<file path="config.mk">
export PLATFORM = sky130hd
export DESIGN_NAME = fir_folded
export DESIGN_NICKNAME = d
export VERILOG_FILES = /design/src/rtl/fir_pkg.sv /design/src/rtl/fir_seq.sv /design/src/rtl/fir_delay_line.sv /design/src/rtl/fir_mac.sv /design/src/rtl/fir_folded.sv
export SDC_FILE = /design/constraint.sdc
export NUM_CORES = 1
export LEC_CHECK = 0
export ABC_CLOCK_PERIOD_IN_PS = 18400
export BUFFER_PORTS_ARGS = -buffer_cell sky130_fd_sc_hd__buf_2
export CORE_MARGIN = 2
export CORE_UTILIZATION = 50
export CTS_BUF_LIST = sky130_fd_sc_hd__clkbuf_16
export DETAILED_ROUTE_END_ITERATION = 8
export GPL_TIMING_DRIVEN = 0
export PLACE_DENSITY = 0.7
export SLEW_MARGIN = 20
export SYNTH_ARGS = -nofsm -noshare
export SYNTH_HDL_FRONTEND = slang
export SYNTH_SLANG_ARGS = --single-unit
</file>
<file path="constraint.sdc">
create_clock -name clk_i -period 18.4 [get_ports clk_i]
set_input_delay 0.92 -clock clk_i [delete_from_list [all_inputs] [get_ports clk_i]]
set_output_delay 0.92 -clock clk_i [all_outputs]
set_load 0.01 [all_outputs]
</file>
<file path="src/rtl/fir_pkg.sv">
package fir_pkg;
  typedef enum logic {ST_IDLE, ST_RUN} fir_state_e;

  function automatic int fir_out_width(input int dw, input int cw, input int taps);
    return dw + cw + $clog2(taps);
  endfunction
endpackage

</file>
<file path="src/rtl/fir_seq.sv">
module fir_seq
  import fir_pkg::*;
#(
  parameter int TAPS   = 8,
  parameter int TAP_AW = 3
) (
  input  logic              clk_i,
  input  logic              rst_ni,
  input  logic              srst_ni,
  input  logic              start_i,
  output logic              ready_o,
  output logic              run_o,
  output logic              first_o,
  output logic              last_o,
  output logic [TAP_AW-1:0] tap_o
);
  localparam logic [TAP_AW-1:0] LAST_TAP = TAP_AW'(TAPS - 1);

  fir_state_e        state_q;
  logic [TAP_AW-1:0] tap_q;

  always_ff @(posedge clk_i or negedge rst_ni) begin
    if (!rst_ni) begin
      state_q <= ST_IDLE;
      tap_q   <= '0;
    end else if (!srst_ni) begin
      state_q <= ST_IDLE;
      tap_q   <= '0;
    end else begin
      case (state_q)
        ST_IDLE: begin
          if (start_i) begin
            state_q <= ST_RUN;
            tap_q   <= '0;
          end
        end
        ST_RUN: begin
          if (tap_q == LAST_TAP) begin
            state_q <= ST_IDLE;
            tap_q   <= '0;
          end else begin
            tap_q <= tap_q + 1'b1;
          end
        end
        default: state_q <= ST_IDLE;
      endcase
    end
  end

  assign ready_o = (state_q == ST_IDLE);
  assign run_o   = (state_q == ST_RUN);
  assign first_o = run_o && (tap_q == '0);
  assign last_o  = run_o && (tap_q == LAST_TAP);
  assign tap_o   = tap_q;
endmodule

</file>
<file path="src/rtl/fir_delay_line.sv">
module fir_delay_line #(
  parameter int TAPS   = 8,
  parameter int DATA_W = 16,
  parameter int TAP_AW = 3
) (
  input  logic              clk_i,
  input  logic              rst_ni,
  input  logic              srst_ni,
  input  logic              wr_en_i,
  input  logic [DATA_W-1:0] wr_data_i,
  input  logic [TAP_AW-1:0] tap_i,
  output logic [DATA_W-1:0] rd_data_o
);
  localparam logic [TAP_AW-1:0] LAST_IDX = TAP_AW'(TAPS - 1);
  localparam logic [TAP_AW:0]   TAPS_X   = (TAP_AW + 1)'(TAPS);

  logic [TAP_AW-1:0] wr_ptr_q, head_q, rd_idx;
  logic [TAP_AW:0]   diff;
  logic [DATA_W-1:0] mem_q [TAPS];

  always_ff @(posedge clk_i or negedge rst_ni) begin
    if (!rst_ni) begin
      wr_ptr_q <= '0;
      head_q   <= LAST_IDX;
    end else if (!srst_ni) begin
      wr_ptr_q <= '0;
      head_q   <= LAST_IDX;
    end else if (wr_en_i) begin
      head_q   <= wr_ptr_q;
      wr_ptr_q <= (wr_ptr_q == LAST_IDX) ? '0 : wr_ptr_q + 1'b1;
    end
  end

  for (genvar g = 0; g < TAPS; g++) begin : g_slot
    always_ff @(posedge clk_i or negedge rst_ni) begin
      if (!rst_ni)                                    mem_q[g] <= '0;
      else if (!srst_ni)                              mem_q[g] <= '0;
      else if (wr_en_i && (wr_ptr_q == TAP_AW'(g)))   mem_q[g] <= wr_data_i;
    end
  end

  // tap k reads the sample written k acceptances ago
  always_comb begin
    diff   = {1'b0, head_q} - {1'b0, tap_i};
    rd_idx = diff[TAP_AW] ? TAP_AW'(diff + TAPS_X) : diff[TAP_AW-1:0];
  end

  assign rd_data_o = mem_q[rd_idx];
endmodule

</file>
<file path="src/rtl/fir_mac.sv">
module fir_mac #(
  parameter int DATA_W      = 16,
  parameter int COEF_W      = 16,
  parameter int OUT_W       = 35,
  parameter bit DATA_SIGNED = 1'b1,
  parameter bit COEF_SIGNED = 1'b1
) (
  input  logic              clk_i,
  input  logic              rst_ni,
  input  logic              srst_ni,
  input  logic              en_i,
  input  logic              first_i,
  input  logic [DATA_W-1:0] data_i,
  input  logic [COEF_W-1:0] coef_i,
  output logic [OUT_W-1:0]  sum_o
);
  localparam int PROD_W = DATA_W + COEF_W + 2;
  localparam int ACC_W  = OUT_W + 1;

  logic d_xbit, c_xbit;

  if (DATA_SIGNED) begin : g_dsig
    assign d_xbit = data_i[DATA_W-1];
  end else begin : g_duns
    assign d_xbit = 1'b0;
  end

  if (COEF_SIGNED) begin : g_csig
    assign c_xbit = coef_i[COEF_W-1];
  end else begin : g_cuns
    assign c_xbit = 1'b0;
  end

  logic signed [DATA_W:0]     d_ext;
  logic signed [COEF_W:0]     c_ext;
  logic signed [PROD_W-1:0]   prod;
  logic signed [ACC_W-1:0]    acc_q, base, sum;

  assign d_ext = signed'({d_xbit, data_i});
  assign c_ext = signed'({c_xbit, coef_i});
  assign prod  = PROD_W'(d_ext) * PROD_W'(c_ext);
  assign base  = first_i ? '0 : acc_q;
  assign sum   = base + ACC_W'(prod);

  always_ff @(posedge clk_i or negedge rst_ni) begin
    if (!rst_ni)       acc_q <= '0;
    else if (!srst_ni) acc_q <= '0;
    else if (en_i)     acc_q <= sum;
  end

  assign sum_o = sum[OUT_W-1:0];
endmodule

</file>
<file path="src/rtl/fir_folded.sv">
module fir_folded
  import fir_pkg::*;
#(
  parameter int DATA_W      = 16,
  parameter int COEF_W      = 16,
  parameter int TAPS        = 8,
  parameter int ID_W        = 4,
  parameter bit DATA_SIGNED = 1'b1,
  parameter bit COEF_SIGNED = 1'b1,
  localparam int TAP_AW     = $clog2(TAPS),
  localparam int OUT_W      = fir_out_width(DATA_W, COEF_W, TAPS)
) (
  input  logic              clk_i,
  input  logic              rst_ni,
  input  logic              srst_ni,
  input  logic [DATA_W-1:0] din_i,
  input  logic              din_valid_i,
  input  logic [ID_W-1:0]   din_id_i,
  output logic              ready_o,
  output logic              coef_rd_o,
  output logic [TAP_AW-1:0] coef_addr_o,
  input  logic [COEF_W-1:0] coef_i,
  output logic [OUT_W-1:0]  dout_o,
  output logic              dout_valid_o,
  output logic [ID_W-1:0]   dout_id_o
);
  logic              accept, run, first, last;
  logic [TAP_AW-1:0] tap;
  logic [DATA_W-1:0] hist_data;
  logic [OUT_W-1:0]  sum;
  logic [ID_W-1:0]   id_q;

  assign accept = din_valid_i && ready_o;

  fir_seq #(.TAPS(TAPS), .TAP_AW(TAP_AW)) u_seq (
    .clk_i   (clk_i),
    .rst_ni  (rst_ni),
    .srst_ni (srst_ni),
    .start_i (accept),
    .ready_o (ready_o),
    .run_o   (run),
    .first_o (first),
    .last_o  (last),
    .tap_o   (tap)
  );

  fir_delay_line #(.TAPS(TAPS), .DATA_W(DATA_W), .TAP_AW(TAP_AW)) u_hist (
    .clk_i     (clk_i),
    .rst_ni    (rst_ni),
    .srst_ni   (srst_ni),
    .wr_en_i   (accept),
    .wr_data_i (din_i),
    .tap_i     (tap),
    .rd_data_o (hist_data)
  );

  fir_mac #(
    .DATA_W(DATA_W), .COEF_W(COEF_W), .OUT_W(OUT_W),
    .DATA_SIGNED(DATA_SIGNED), .COEF_SIGNED(COEF_SIGNED)
  ) u_mac (
    .clk_i   (clk_i),
    .rst_ni  (rst_ni),
    .srst_ni (srst_ni),
    .en_i    (run),
    .first_i (first),
    .data_i  (hist_data),
    .coef_i  (coef_i),
    .sum_o   (sum)
  );

  assign coef_rd_o   = run;
  assign coef_addr_o = tap;

  always_ff @(posedge clk_i or negedge rst_ni) begin
    if (!rst_ni) begin
      id_q         <= '0;
      dout_o       <= '0;
      dout_valid_o <= 1'b0;
      dout_id_o    <= '0;
    end else if (!srst_ni) begin
      id_q         <= '0;
      dout_o       <= '0;
      dout_valid_o <= 1'b0;
      dout_id_o    <= '0;
    end else begin
      dout_valid_o <= last;
      if (accept) id_q <= din_id_i;
      if (last) begin
        dout_o    <= sum;
        dout_id_o <= id_q;
      end
    end
  end
endmodule

</file>
==> flow_summary.yaml, run 1 <==
flow_run:
  maxCapViolations: 0
place:
  dpl.cell_count: 2837
  gp_congestion: 0.920
  dpl.hpwl_microns: 47000
  port_buffers: 84
global_routing:
  gr-total-overflow: 0
  grt_pass1_wl_microns: 93500
  grt_start_max_net_pins: 95
  grt_pass1_vias: 17200
  antenna_found_initial: 1
  gr-usage-all-layers_pct: 27.4
final_layout:
  drive_above_1_share_pct: 7.92
  antennaDiodeCount: 0
  layoutNonFillerInstCount: 2874
  fin_nets: 2786
  syn2layout_area_growth_pct: 8.54
yosys:
  yosys-top-cells-count: "nand2_1 (412), inv_1 (368), fa_1 (311), dfrtp_1 (214), a21oi_1 (139)"
  syn_area_sq_mm: 0.0212
  yosysTopAreaCell: "fa_1"
  syn_inst: 2212
  yosys.area_share.simple_pct: 15.4
  muxShareOfSynthArea_pct: 4.83
  synth_warnings: 0
  synth_compound_area_share_pct: 8.11
  synth_most_common_cell: "nand2_1"
  synth-seq-area-share_pct: 25.6
  synth.avg_cell_area_sq_um: 9.59
  ys_ff_latch: 217
  synthXorXnorAreaFrac_pct: 1.56
  synth_flop_cell: "dfrtp_1"
  synth_fa_ha_area_share_pct: 36.1
  synth.area.top_cells: "fa_1 (29%), dfrtp_1 (25%), nand2_1 (7.3%), ha_1 (6.7%), inv_1 (6.5%)"
  synth_cell_type_count: 64
  synth_top_area_share_pct: 29.3
  synth_nets: 2677
  synth_top_family_by_area: "adder cells"
  synth-edff-count: 0
  async_reset_ff_share_pct: 100
worst_setup_path:
  r2r_cells: 25
  crit_required_ns: 18.77
  r2r_slack_ns: 8.90
  critPathSlowestCell: "mux2i_1"
  critPathArrivalTime_ns: 9.87
  worstPathMaxFanout: 10
  criticalPathCategory: "reg2reg"
  critPathMaxStageDelay_ns: 0.79
  reg2reg_to: "dout_o[34]$_DFFE_PN0P_"
  crit_top_cell: "fa_1"
  cpLargestDelayFamily: "adder cells"
  startpoint: "u_hist.head_q[0]$_DFFE_PN1P_"
  worstReg2RegStart: "u_hist.head_q[0]$_DFFE_PN1P_"
  crit_path_end_kind: "flip-flop"
  startpoint_type: "flip-flop"
  path_buf_inv: 7
sta:
  hold_viol_final: 0
  fin_tns_setup_ns: 0
  setup_viol: 0
  timing.slew.headroom_pct: 29.0
  min_period_ns: 9.50
  skew_ns: 0.0195
  grt_setup_unrepaired: "no"
  period_share_pct: 51.6
  tightest_slew_ns: 1.04
  max_clock_freq_mhz: 105
  drv_slew: 0
routing:
  drt-vias-per-instance: 5.44
  drt_wl_total_microns: 57200
  wl_per_cell_microns: 19.9
  vias: 15600
  dr.pass1.iters: 5
  drt_iter0_markers: 1181
  ant_nets: 0
  drc: 0
clock_tree:
  ctsRootBufferMaster: "clkbuf_16"
  cts_resized: 0
  clk_pin_slew_ns: 0.07
  clkLatencyLatePin_ns: 0.52
  cts-buffers-inserted: 21
  hold_buffers: 0
  cts_setup_buffers: 0
  clkSinkCount: 217
  cts_max_path_buffers: 3
  cts_tree: "built"
  htreeDepth: 1
floorplan:
  ios: 85
  die_x_microns: 210
  core_sq_mm: 0.0419
  dieArea_sq_mm: 0.0441
  core.rowCount: 75
  initial_core_util_pct: 50.6
  die_height_microns: 210
worst_hold_path:
  hold_class: "in2async"
pwr:
  power_density_mw_per_mm2: 160
  total_power_mw: 3.70
  power.leakage_nw: 11.6
  peakVddDrop_mv: 0.138
run_status:
  status: "complete, no violations"
worst reg2reg max path, stage by stage, from the launching register on:
cell	delay, ns
dfstp_2	0.52
inv_1	0.05
ha_1	0.27
buf_4	0.21
inv_2	0.18
buf_2	0.45
mux4_2	0.61
mux2i_1	0.79
clkbuf_1	0.48
nor2b_1	0.14
fa_1	0.60
fa_1	0.45
fa_1	0.53
fa_1	0.48
fa_1	0.52
inv_1	0.05
fa_1	0.49
inv_1	0.05
ha_1	0.37
nand3_1	0.14
nor4_2	0.45
o21ai_1	0.19
o31ai_1	0.55
a311oi_1	0.22
xnor2_1	0.43
o21ai_0	0.14
cells by family (layout without fill, tap and decap cells):
kind of cell               count (synthesis)  after routing
xor gates and xnor gates                  35             35
DFF                                      217            217
and+or+nand+nor                          710            710
AOI/OAI and AO/OA                        289            289
adders and majority gates                425            425
muxes                                     62             62
buffers and inverters                    474            597
layer usage:
layer | track usage [%] | routed length [microns]
met1 | 36.5 | 23800
met2 | 46.0 | 27400
met3 | 2.61 | 3160
met4 | 12.3 | 2770
met5 | 0 | 11
how the worst max path moves through the flow:
stage | slack (ns) | depth (start not counted) | to
floorplan | 10.74 | 28 | u_mac.acc_q[34]$_DFFE_PN0P_
global placement | 9.08 | 25 | u_mac.acc_q[34]$_DFFE_PN0P_
detailed placement | 9.00 | 27 | dout_o[34]$_DFFE_PN0P_
CTS | 8.95 | 25 | dout_o[34]$_DFFE_PN0P_
global route | 8.47 | 27 | dout_o[34]$_DFFE_PN0P_
finish | 8.90 | 25 | dout_o[34]$_DFFE_PN0P_
layout by cell type, fill, tap and decap left out, types with 5 or more instances in the layout:
cell	synthesis	layout
mux2i_1	18	18
mux2_2	13	13
dfrtp_1	214	214
a211oi_1	7	7
mux4_2	31	31
and3_1	10	10
buf_1	8	8
nor2_1	55	55
o31ai_1	5	5
a22o_1	24	24
a21o_1	11	11
clkbuf_16	0	21
clkbuf_1	85	85
xnor2_1	18	18
nor3_1	5	5
nand2b_1	19	19
nor2b_1	37	37
and2_1	127	127
inv_1	368	374
nand2_1	412	412
a21oi_1	139	139
buf_2	8	91
xor2_1	15	15
fa_1	311	311
o211ai_1	5	5
o21ai_0	68	68
ha_1	114	114
nand3_1	25	25
report_power, final:
part,switching [mW],leakage [nW],internal [mW]
Combinational,1.70,8.29,1.02
Sequential,0.0291,2.96,0.520
Clock,0.190,0.342,0.236
Total,1.92,11.6,1.78
metrics by stage:
step,worst slack [ns],instance area (sq um),hold WS (ns),util (%)
after floorplan,10.74,21200,0.442,-
after CTS,8.95,23000,0.267,54.9
final,8.90,23000,0.266,54.9
after global placement,9.08,22300,0.457,53.2
after detailed placement,9.00,22400,0.467,53.4
after global routing,8.47,23000,0.281,54.9
state kept, by name, summed over array words and instances (netlist names):
signal           count
u_hist.wr_ptr_q      3
dout_o              35
u_seq.run_o          1
dout_id_o            4
u_hist.mem_q       128
u_hist.head_q        3
dout_valid_o         1
u_mac.acc_q         35
u_seq.tap_o          3
id_q                 4
final cells by class:
class	instances	area [sq um]
inverter	370	1390
fill	3688	18900
sequential	217	5430
tap	539	674
buffer	104	409
timing repair buffer	86	485
clock buffer	21	526
clock inverter	16	126
multi-input combinational	1521	14000
Power figures use the tool's default switching activity.
==> inputs of run 2 (changes only) <==
Settings changed: ABC_AREA set to 1, ABC_CLOCK_PERIOD_IN_PS 18400 to 8500, PLACE_DENSITY 0.7 to 0.72.
Clock period 18.4 ns to 8.5 ns, I/O delays scaled along.
==> run 2 against run 1 <==
  * Synthesized area increased by 1.5%
  * Maximum frequency grew 16%
  * Final area up 2.2%
  * Global-route usage increased by 2.6 points
  * Worst hold slack worse by 0.14 ns
  * Setup slack worse by 8.6 ns
  * Critical path depth rose by 6
  * Register-to-register slack lost 8.6 ns
  * Clock skew is 0.014 ns higher
  * First-iteration DRC count increased by 62%
  * Utilization rose by 0.083 points
==> flow_summary.yaml, run 2 <==
yosys:
  syn_area_sq_mm: 0.0215
  synth_top_area_share_pct: 28.9
  synth_nets: 3076
  yosys-top-cells-count: "inv_1 (577), nand2_1 (472), fa_1 (311), o21ai_0 (275), nor2_1 (264)"
  synth_flop_cell: "dfrtp_1"
  synth_cell_type_count: 40
  yosysTopAreaCell: "fa_1"
  synth_warnings: 0
  synth-seq-area-share_pct: 25.2
  synth.avg_cell_area_sq_um: 8.25
  ys_ff_latch: 217
  synth-edff-count: 0
  syn_inst: 2611
  synth.area.top_cells: "fa_1 (29%), dfrtp_1 (25%), inv_1 (10%), nand2_1 (8.2%), ha_1 (6.6%)"
  synth_most_common_cell: "inv_1"
  async_reset_ff_share_pct: 100
final_layout:
  utilization_pct: 55.0
  fin_nets: 3183
  final_common_cell: "inv_1"
  reg_top3: "u_hist.mem_q x128, dout_o x35, u_mac.acc_q x35"
  drive_above_1_share_pct: 7.57
  nFillCells: 3998
  largest_reg_flops: 128
  syn2layout_area_growth_pct: 9.22
  multiInputGateArea_sq_mm: 0.0135
  seq_area_sq_mm: 0.00543
  final_cell_mix: "inv_1 (578), nand2_1 (466), fa_1 (310)"
  regMostFlops: "u_hist.mem_q"
floorplan:
  core_sq_mm: 0.0428
  dieArea_sq_mm: 0.0448
  die_x_microns: 212
  core.rowCount: 76
  die_height_microns: 212
  initial_core_util_pct: 50.4
  ios: 85
sta:
  timing.slew.headroom_pct: 30.8
  hold_viol_final: 0
  min_period_ns: 8.18
  setup_viol: 0
  max_clock_freq_mhz: 122
  drv_slew: 0
  skew_ns: 0.0334
  fin_tns_setup_ns: 0
  timing.hold.ws_ns: 0.125
  tightest_slew_ns: 1.03
  period_share_pct: 96.2
  grt_setup_unrepaired: "no"
run_status:
  status: "complete, no violations"
worst_setup_path:
  path_buf_inv: 8
  r2r_cells: 31
  crit_top_cell: "fa_1"
  critPathSlowestCell: "fa_1"
  crit_required_ns: 8.91
  worstPathMaxFanout: 10
  worstReg2RegStart: "u_hist.head_q[0]$_DFFE_PN1P_"
  criticalPathCategory: "reg2reg"
  cpLargestDelayFamily: "adder cells"
  reg2reg_to: "dout_o[34]$_DFFE_PN0P_"
  startpoint_type: "flip-flop"
  crit_path_end_kind: "flip-flop"
  critPathMaxStageDelay_ns: 0.55
  critPathArrivalTime_ns: 8.58
  r2r_slack_ns: 0.32
routing:
  wl_per_cell_microns: 19.6
  dr.pass1.iters: 6
  drc: 0
  routed.top_layer: "met4"
  ant_nets: 0
  drt-vias-per-instance: 5.50
  wl_met1_microns: 28000
  drt_iter0_markers: 1910
  drt_wl_total_microns: 64300
  vias: 18100
  dr_wl_met2_microns: 27600
  dr_wl_met3_microns: 6530
clock_tree:
  htreeDepth: 1
  cts_tree: "built"
  clkSinkCount: 217
  clkLatencyLatePin_ns: 0.54
  cts_max_path_buffers: 3
  clk_pin_slew_ns: 0.06
  cts-buffers-inserted: 22
  cts_setup_buffers: 0
  ctsRootBufferMaster: "clkbuf_16"
place:
  dpl.hpwl_microns: 51700
  port_buffers: 80
  gp_congestion: 0.971
worst_hold_path:
  holdCritStartpoint: "din_id_i[1]"
  min_path_cells: 3
  min_to: "id_q[1]$_DFFE_PN0P_"
  hold_class: "in2reg"
global_routing:
  gr-usage-all-layers_pct: 30.0
  gr-total-overflow: 0
  grt_pass1_wl_microns: 103000
  grt_pass1_vias: 18600
  antenna_found_initial: 2
  grt_start_max_net_pins: 101
flow_run:
  maxCapViolations: 0
-- run 2: cells by family (layout without fill, tap and decap cells) --
kind of cell             Yosys count  in the layout  share of synthesized area [%]
other                              0              2                              0
AND/OR/NAND/NOR                  851            851                           15.9
XOR/XNOR                           6              6                          0.348
multiplexers                      18             18                          0.941
AO/OA/AOI/OAI                    414            414                           9.91
flip-flops                       217            217                           25.2
adder cells (fa/ha/maj)          425            425                           35.5
buffers and inverters            680            803                           12.1
-- run 2: worst register-to-register path, delay by kind of cell, from the launching register on --
family / cells / cell delay (ns)
compound gates: 7 / 1.24
fa+ha+maj: 9 / 4.19
buf+inv: 8 / 1.05
flops: 1 / 0.51
simple gates: 7 / 1.07
-- run 2: layout make-up --
| class | instances | area share [%] |
|---|---|---|
| multi-input cells | 1714 | 57.5 |
| clock buffers | 22 | 2.34 |
| clock inverters | 18 | 0.994 |
| inverters | 592 | 9.50 |
| diodes | 2 | 0.0213 |
| plain buffers | 88 | 1.66 |
| repair buffers | 83 | 2.02 |
| well taps | 546 | 2.90 |
| flip-flops and latches | 217 | 23.1 |
-- run 2: per-layer routing --
layer | vias to the layer above | global-route usage, %
li1 | 8103 | -
met1 | 8832 | 44.4
met2 | 972 | 44.4
met3 | 147 | 5.76
met4 | 0 | 9.98
met5 | - | 0
-- run 2: worst max-delay path by stage --
stage / start / endpoint / slack [ns] / cells after the start
final: u_hist.head_q[0]$_DFFE_PN1P_ / dout_o[34]$_DFFE_PN0P_ / 0.32 / 31
after global routing: u_hist.head_q[0]$_DFFE_PN1P_ / dout_o[34]$_DFFE_PN0P_ / 0.05 / 31
after CTS: u_hist.head_q[0]$_DFFE_PN1P_ / dout_o[34]$_DFFE_PN0P_ / 0.15 / 31
after detailed placement: u_hist.head_q[0]$_DFFE_PN1P_ / dout_o[34]$_DFFE_PN0P_ / 0.21 / 31
after global placement: u_hist.head_q[0]$_DFFE_PN1P_ / dout_o[34]$_DFFE_PN0P_ / 0.22 / 31
after floorplan: u_hist.head_q[0]$_DFFE_PN1P_ / dout_o[34]$_DFFE_PN0P_ / 1.55 / 33
-- run 2: per-stage QoR --
step                      instances  instance area, sq um  worst slack (ns)
after global routing           3280                 23500            0.0467
after global placement         3237                 22600             0.218
final                          3282                 23500             0.324
after detailed placement       3239                 22700             0.213
after floorplan                2611                 21500              1.55
after CTS                      3280                 23500             0.153
-- run 2: what timing repair did --
| item | in CTS | in global routing |
|---|---|---|
| hold buffers | 1 | 0 |
| endpoints found under the hold margin | 48 | 0 |
| setup endpoints to repair | 0 | 44 |
| gates resized for setup | 0 | 19 |
Power of run 2 is not shown: default switching activity piles up to over one toggle a cycle in this logic, so the estimate is an artifact.
